**src/rtl/adc_sercfg_pkg.sv**
```systemverilog
package adc_sercfg_pkg;

  typedef struct packed {
    logic       single_end;
    logic       odd_sign;
    logic [1:0] chan_sel;
    logic       unipolar;
    logic       msb_first;
    logic [1:0] len_code;
  } cfg_t;

  localparam int unsigned CFG_W = $bits(cfg_t);

  localparam cfg_t CFG_RST = '{
    single_end: 1'b1,
    odd_sign:   1'b0,
    chan_sel:   2'b00,
    unipolar:   1'b1,
    msb_first:  1'b1,
    len_code:   2'b01
  };

endpackage

```
**src/rtl/adc_sercfg_sync.sv**
```systemverilog
module adc_sercfg_sync #(
  parameter int unsigned     WIDTH   = 3,
  parameter int unsigned     STAGES  = 2,
  parameter logic [WIDTH-1:0] RST_VAL = '0
) (
  input  logic             clk_i,
  input  logic             rst_ni,
  input  logic [WIDTH-1:0] async_i,
  output logic [WIDTH-1:0] level_o
);

  for (genvar g = 0; g < WIDTH; g++) begin : g_bit
    logic [STAGES-1:0] chain_q;
    always_ff @(posedge clk_i or negedge rst_ni) begin
      if (!rst_ni) chain_q <= {STAGES{RST_VAL[g]}};
      else         chain_q <= {chain_q[STAGES-2:0], async_i[g]};
    end
    assign level_o[g] = chain_q[STAGES-1];
  end

endmodule

```
**src/rtl/adc_sercfg_frame.sv**
```systemverilog
module adc_sercfg_frame
  import adc_sercfg_pkg::*;
#(
  parameter int unsigned RES_W = 12,
  parameter int unsigned OUT_W = 16,
  localparam int unsigned IDX_W = $clog2(OUT_W + 1),
  localparam int unsigned CNT_W = $clog2(CFG_W + 1)
) (
  input  logic             clk_i,
  input  logic             rst_ni,
  input  logic             cs_n_i,
  input  logic             sck_i,
  input  logic             sdi_i,
  input  logic             core_done_i,
  input  logic [RES_W-1:0] core_result_i,
  output logic             frame_o,
  output logic [IDX_W-1:0] out_idx_o,
  output logic [RES_W-1:0] word_o,
  output cfg_t             cfg_o,
  output logic             busy_o,
  output logic             conv_req_o
);

  logic             cs_prev_q, sck_prev_q;
  logic             frame_q, busy_q, req_q;
  logic [CNT_W-1:0] in_cnt_q;
  logic [CFG_W-1:0] shift_q;
  logic [IDX_W-1:0] out_idx_q;
  logic [RES_W-1:0] result_q, word_q;
  cfg_t             cfg_q;

  logic cs_fall, cs_rise, sck_rise, sck_fall, accept;

  assign cs_fall  = cs_prev_q & ~cs_n_i;
  assign cs_rise  = ~cs_prev_q & cs_n_i;
  assign sck_rise = ~sck_prev_q & sck_i;
  assign sck_fall = sck_prev_q & ~sck_i;
  // done in the same clock frees the slot for the new request
  assign accept   = cs_rise & frame_q & (in_cnt_q == CNT_W'(CFG_W)) &
                    (~busy_q | core_done_i);

  always_ff @(posedge clk_i or negedge rst_ni) begin
    if (!rst_ni) begin
      cs_prev_q  <= 1'b1;
      sck_prev_q <= 1'b0;
      frame_q    <= 1'b0;
      busy_q     <= 1'b0;
      req_q      <= 1'b0;
      in_cnt_q   <= '0;
      shift_q    <= '0;
      out_idx_q  <= '0;
      result_q   <= '0;
      word_q     <= '0;
      cfg_q      <= CFG_RST;
    end else begin
      cs_prev_q  <= cs_n_i;
      sck_prev_q <= sck_i;
      req_q      <= accept;

      if (accept) cfg_q <= cfg_t'(shift_q);

      if (accept)           busy_q <= 1'b1;
      else if (core_done_i) busy_q <= 1'b0;

      if (core_done_i && busy_q) result_q <= core_result_i;

      if (cs_fall) begin
        frame_q   <= 1'b1;
        in_cnt_q  <= '0;
        out_idx_q <= '0;
        word_q    <= result_q;
      end else if (cs_rise) begin
        frame_q <= 1'b0;
      end else if (frame_q) begin
        if (sck_rise && in_cnt_q < CNT_W'(CFG_W)) begin
          shift_q  <= {shift_q[CFG_W-2:0], sdi_i};
          in_cnt_q <= in_cnt_q + 1'b1;
        end
        if (sck_fall && out_idx_q < IDX_W'(OUT_W))
          out_idx_q <= out_idx_q + 1'b1;
      end
    end
  end

  assign frame_o    = frame_q;
  assign out_idx_o  = out_idx_q;
  assign word_o     = word_q;
  assign cfg_o      = cfg_q;
  assign busy_o     = busy_q;
  assign conv_req_o = req_q;

endmodule

```
**src/rtl/adc_sercfg_fmt.sv**
```systemverilog
module adc_sercfg_fmt
  import adc_sercfg_pkg::*;
#(
  parameter int unsigned RES_W   = 12,
  parameter int unsigned OUT_W   = 16,
  parameter int unsigned SHORT_W = 8,
  localparam int unsigned IDX_W = $clog2(OUT_W + 1),
  localparam int unsigned POS_W = $clog2(OUT_W)
) (
  input  logic             frame_i,
  input  logic [RES_W-1:0] word_i,
  input  cfg_t             cfg_i,
  input  logic [IDX_W-1:0] idx_i,
  output logic             bit_o
);

  logic [OUT_W-1:0] ext;
  logic [IDX_W-1:0] len;
  logic [POS_W-1:0] pos;

  always_comb begin
    ext = {word_i, {(OUT_W-RES_W){1'b0}}};
    unique case (cfg_i.len_code)
      2'b00:   len = IDX_W'(SHORT_W);
      2'b01:   len = IDX_W'(RES_W);
      default: len = IDX_W'(OUT_W);
    endcase
    // selected bits occupy ext[OUT_W-1 -: len]
    if (cfg_i.msb_first) pos = POS_W'(IDX_W'(OUT_W - 1) - idx_i);
    else                 pos = POS_W'(IDX_W'(OUT_W) - len + idx_i);
    bit_o = frame_i && (idx_i < len) && ext[pos];
  end

endmodule

```
**src/rtl/adc_sercfg.sv**
```systemverilog
module adc_sercfg
  import adc_sercfg_pkg::*;
#(
  parameter int unsigned RES_W       = 12,
  parameter int unsigned OUT_W       = 16,
  parameter int unsigned SHORT_W     = 8,
  parameter int unsigned SYNC_STAGES = 2
) (
  input  logic             clk_i,
  input  logic             rst_ni,
  input  logic             cs_ni,
  input  logic             sck_i,
  input  logic             sdi_i,
  output logic             sdo_o,
  output logic             conv_req_o,
  output logic [7:0]       cfg_o,
  output logic             busy_o,
  input  logic             core_done_i,
  input  logic [RES_W-1:0] core_result_i
);

  localparam int unsigned IDX_W = $clog2(OUT_W + 1);

  logic [2:0]       lvl;
  logic             frame;
  logic [IDX_W-1:0] out_idx;
  logic [RES_W-1:0] word;
  cfg_t             cfg;

  adc_sercfg_sync #(
    .WIDTH  (3),
    .STAGES (SYNC_STAGES),
    .RST_VAL(3'b100)
  ) u_sync (
    .clk_i  (clk_i),
    .rst_ni (rst_ni),
    .async_i({cs_ni, sck_i, sdi_i}),
    .level_o(lvl)
  );

  adc_sercfg_frame #(
    .RES_W(RES_W),
    .OUT_W(OUT_W)
  ) u_frame (
    .clk_i        (clk_i),
    .rst_ni       (rst_ni),
    .cs_n_i       (lvl[2]),
    .sck_i        (lvl[1]),
    .sdi_i        (lvl[0]),
    .core_done_i  (core_done_i),
    .core_result_i(core_result_i),
    .frame_o      (frame),
    .out_idx_o    (out_idx),
    .word_o       (word),
    .cfg_o        (cfg),
    .busy_o       (busy_o),
    .conv_req_o   (conv_req_o)
  );

  adc_sercfg_fmt #(
    .RES_W  (RES_W),
    .OUT_W  (OUT_W),
    .SHORT_W(SHORT_W)
  ) u_fmt (
    .frame_i(frame),
    .word_i (word),
    .cfg_i  (cfg),
    .idx_i  (out_idx),
    .bit_o  (sdo_o)
  );

  assign cfg_o = cfg;

endmodule

```
**config.mk**
```make
export PLATFORM = sky130hd
export DESIGN_NAME = adc_sercfg
export DESIGN_NICKNAME = d
export VERILOG_FILES = /design/src/rtl/adc_sercfg_pkg.sv /design/src/rtl/adc_sercfg_sync.sv /design/src/rtl/adc_sercfg_frame.sv /design/src/rtl/adc_sercfg_fmt.sv /design/src/rtl/adc_sercfg.sv
export SDC_FILE = /design/constraint.sdc
export NUM_CORES = 1
export LEC_CHECK = 0
export BUFFER_PORTS_ARGS = -buffer_cell sky130_fd_sc_hd__buf_2
export CAP_MARGIN = 30
export CORE_UTILIZATION = 40
export CTS_BUF_LIST = sky130_fd_sc_hd__clkbuf_4 sky130_fd_sc_hd__clkbuf_8
export DETAILED_ROUTE_END_ITERATION = 7
export GPL_TIMING_DRIVEN = 0
export HOLD_SLACK_MARGIN = 0.02
export PLACE_DENSITY = 0.55
export RECOVER_POWER = 25
export SETUP_SLACK_MARGIN = 0.15
export SYNTH_ARGS = -nofsm -noshare
export SYNTH_HDL_FRONTEND = slang
export SYNTH_SLANG_ARGS = --single-unit
export TNS_END_PERCENT = 5
```
**constraint.sdc**
```tcl
create_clock -name clk_i -period 2.5 [get_ports clk_i]
set_input_delay 0.25 -clock clk_i [delete_from_list [all_inputs] [get_ports clk_i]]
set_output_delay 0.25 -clock clk_i [all_outputs]
set_load 0.005 [all_outputs]
```
==> impl_results.md <==
* Boundary pin count at 29
* Global-route wire length before repair at 8293 um
* Maximum clock frequency at 426.8 MHz
* Fin crit period at 2.343 ns
* Core ar. at 6422 um2
* Root Driver: clkbuf_8
* Drt drc at 0
* Via count at 1716
* Pre-Repair DR Iteration Count at 4
* Cells along the critical path: nand2_2 > inv_2 > ha_4 > nor2_4 > xor2_1 > mux2_4 > mux2i_1 > a31o_1 > buf_2
* Slew headroom at -10.29%
* R2R depth at 7
* Final setup vio count at 0
* Total number of yosys warnings at 0
* Worst R2R Setup Slack at 0.60 ns
* CP Launch Type: flip-flop
* Maxcap violations at 1
* Count of final hold-check violations at 0
* Slew Limit Fails at 30
* Clock Tree Buf Depth at 2
* Layout Cells excl Fill at 342
* Register area share after synthesis at 56.11%
* Synth top area share at 49.28%
* Most frequent cells in the layout: 53 x dfrtp_1, 40 x mux2_2, 33 x buf_2
* Met3 Routed Length at 167 um
* Clk sink count at 60
* Vias in the first global route at 1719
* Total CTS buffers at 9
* Part of the cycle the worst path needs at 93.73%
* Delay-heaviest family, CP: flip-flops
* Post-Route M1 WL at 2294 um
* Post-DP HPWL at 3267 um
* Status: finished with violations
* FP Rows at 29
* Max IR drop VDD at 0.3523 mV
* Synth cell types at 36
* Max Fanout on Critical Path at 2
* Crit Reg-Reg Startpoint: u_sync.g_bit[2].chain_q[1]
* Most common cell after layout, fill and taps aside: dfrtp_1
* Gpl congestion at 0.7162
* Synth Cell Area at 2691 um2
* Post-DP Area at 2948 um2
* CP Class: flip-flop to output port
* Final cell area excluding filler cells at 3266 um2
* Placed Cells at 318
* H-tree Lvls at 3
* Number of port buffers at 28
* Hold Crit Depth at 2
* # fillers at 578
* Height of the chip at 84.03 um
* Drt total wl at 4679 um
* All-Layer GR Usage at 15.33%
* Min Hold Slack at 0.1346 ns
* Area Growth Syn to Fin at 21.34%
* Cell count after synthesis at 212
* Vias/cell at 5.018
* Pwr Density at 831.2 nW/um2
* Tot Pwr at 2714 uW
* Final Skew at 0.006926 ns
* Drt wl/cell at 13.68 um
* Static Leak at 0.001570 uW
* Crit path required time at 2.25 ns
* RSZ-0062 raised after global routing: true
* Antenna viol nets, final at 0
* Die width at 84.03 um
* Worst slew pin tran at 1.654 ns
* Hold Crit Start: core_result_i[11]
* Setup total negative slack at 0 ns
* Clock-pin slew on the worst setup and hold paths at 0.07 ns
* Worst Hold End: u_frame.result_q[11]
* DR iter-0 viols at 53
* Synth top area cells: dfrtp_1 49%, mux2_2 17%, dfstp_2 6.8%
* Hold WC Path Type: primary input to flip-flop
* Buf/Inv on CP at 2
* Starting density of the core at 41.91%
* CTS tree: done
* Die outline area at 7060 um2
* Crit path arrival time at 2.09 ns
* Ant diodes at 0
* Layout cells sized above 1 at 41.51%
* Initial antenna violation count at 0
* Largest net degree at the start of global routing at 32
* DR top layer: met4
* Skew-Pair Late Insertion Delay at 0.34 ns
* CP endpoint kind: output port
* GR Overflow Total at 0
* Syn Nets at 240
* Cell taking the most area after synthesis: dfrtp_1
* Seq cells post-synth at 60
* Failing checks: capacitance limit, slew limit
* Max stage delay on crit path at 0.54 ns
* Nets at 288
* Synthesized area per cell at 12.69 um2
* Crit Reg-Reg Endpoint: u_frame.out_idx_o[3]
* Met2 Routed Length at 2149 um
* Slowest-stage cell, CP: dfstp_2
-- registers in the layout, indices dropped and copies added (netlist names) --
register,flops
u_frame.shift_q,8
u_frame.cfg_o,8
u_frame.word_o,12
u_frame.conv_req_o,1
u_frame.out_idx_o,5
u_frame.in_cnt_q,4
u_frame.cs_prev_q,1
u_frame.sck_prev_q,1
u_frame.busy_o,1
u_frame.result_q,12
u_frame.frame_o,1
u_sync.g_bit.chain_q,6
-- stage by stage --
| step | setup slack [ns] | utilization, % |
|---|---|---|
| after global placement | 0.4093 | 45.59 |
| after floorplan | 0.6076 | - |
| after global routing | 0.07216 | 50.85 |
| after CTS | 0.1299 | 50.75 |
| final | 0.1568 | 50.85 |
| after detailed placement | 0.3848 | 45.90 |
-- power breakdown --
group | switching [uW] | internal [uW]
registers | 94.8 | 1100
clock network | 409 | 566
logic | 256 | 288
total | 760 | 1950
-- final cells by class --
cell class	instances	area, um2	share of cell area (%)
buffer	10	52.55	1.609
clock buffer	9	123.9	3.793
sequential	60	1510	46.25
timing repair buffer	37	229.0	7.012
multi-input combinational	131	1114	34.10
tap	77	96.34	2.950
inverter	11	41.29	1.264
clock inverter	7	98.84	3.027
-- cells in the mapped netlist --
cell type and n:
mux4_2 2, a21oi_1 3, mux2_2 41, a211oi_1 1, o22ai_1 1, nand3_1 4, and2_1 1, buf_1 1
nor4bb_1 1, nand2_1 13, buf_6 1, nand4bb_1 1, a221oi_1 1, and3b_1 1, a41oi_1 1, nor3b_1 3
nand2b_1 4, o21ai_0 12, dfstp_2 7, nor2_1 10, buf_2 6, mux2i_1 5, inv_1 11, dfrtp_1 53
o21bai_1 1, nand4_1 2, clkbuf_1 2, ha_1 10, nor2b_1 1, nor3_1 5, a31o_1 1, or2_2 1
and4b_1 1, or4_1 1, xor2_1 2, nand3b_1 1
-- cell families after synthesis --
logic type	synth area share [%]
compound gates	4.556
fa+ha+maj	4.649
buf+inv	3.487
mux	20.69
simple gates	9.856
xor+xnor	0.6510
flops	56.11
-- layer usage --
| layer | GRT usage (%) | vias to the layer above |
|---|---|---|
| met5 | 0 | - |
| met4 | 5.172 | 0 |
| met3 | 5.440 | 7 |
| met2 | 22.88 | 25 |
| met1 | 20.72 | 849 |
| li1 | - | 835 |
-- worst register-to-register path, cell delays in order (launching register included) --
cell	delay [ns]
dfstp_1	0.58
inv_1	0.06
ha_1	0.18
buf_2	0.19
o21bai_1	0.46
nor3_1	0.10
a21oi_1	0.12
o21ai_0	0.08
-- worst max-delay path by stage --
stage / start / to / depth (start not counted)
5_1_grt: u_frame.cfg_o[0] / sdo_o / 9
3_5_place_dp: u_frame.cfg_o[0] / sdo_o / 9
3_3_place_gp: u_frame.cfg_o[0] / sdo_o / 9
2_1_floorplan: u_frame.cfg_o[0] / sdo_o / 8
4_1_cts: u_frame.cfg_o[0] / sdo_o / 9
6_report: u_frame.cfg_o[0] / sdo_o / 9
-- repair_timing --
action / CTS / global route
buffers inserted: 3 / 1
pin swaps: 4 / 0
setup endpoints to repair: 1 / 1
endpoints found under the hold margin: 27 / 0
hold buffers: 4 / 0
gates resized for setup: 7 / 0
No activity file was read; power rests on OpenSTA's default activity.
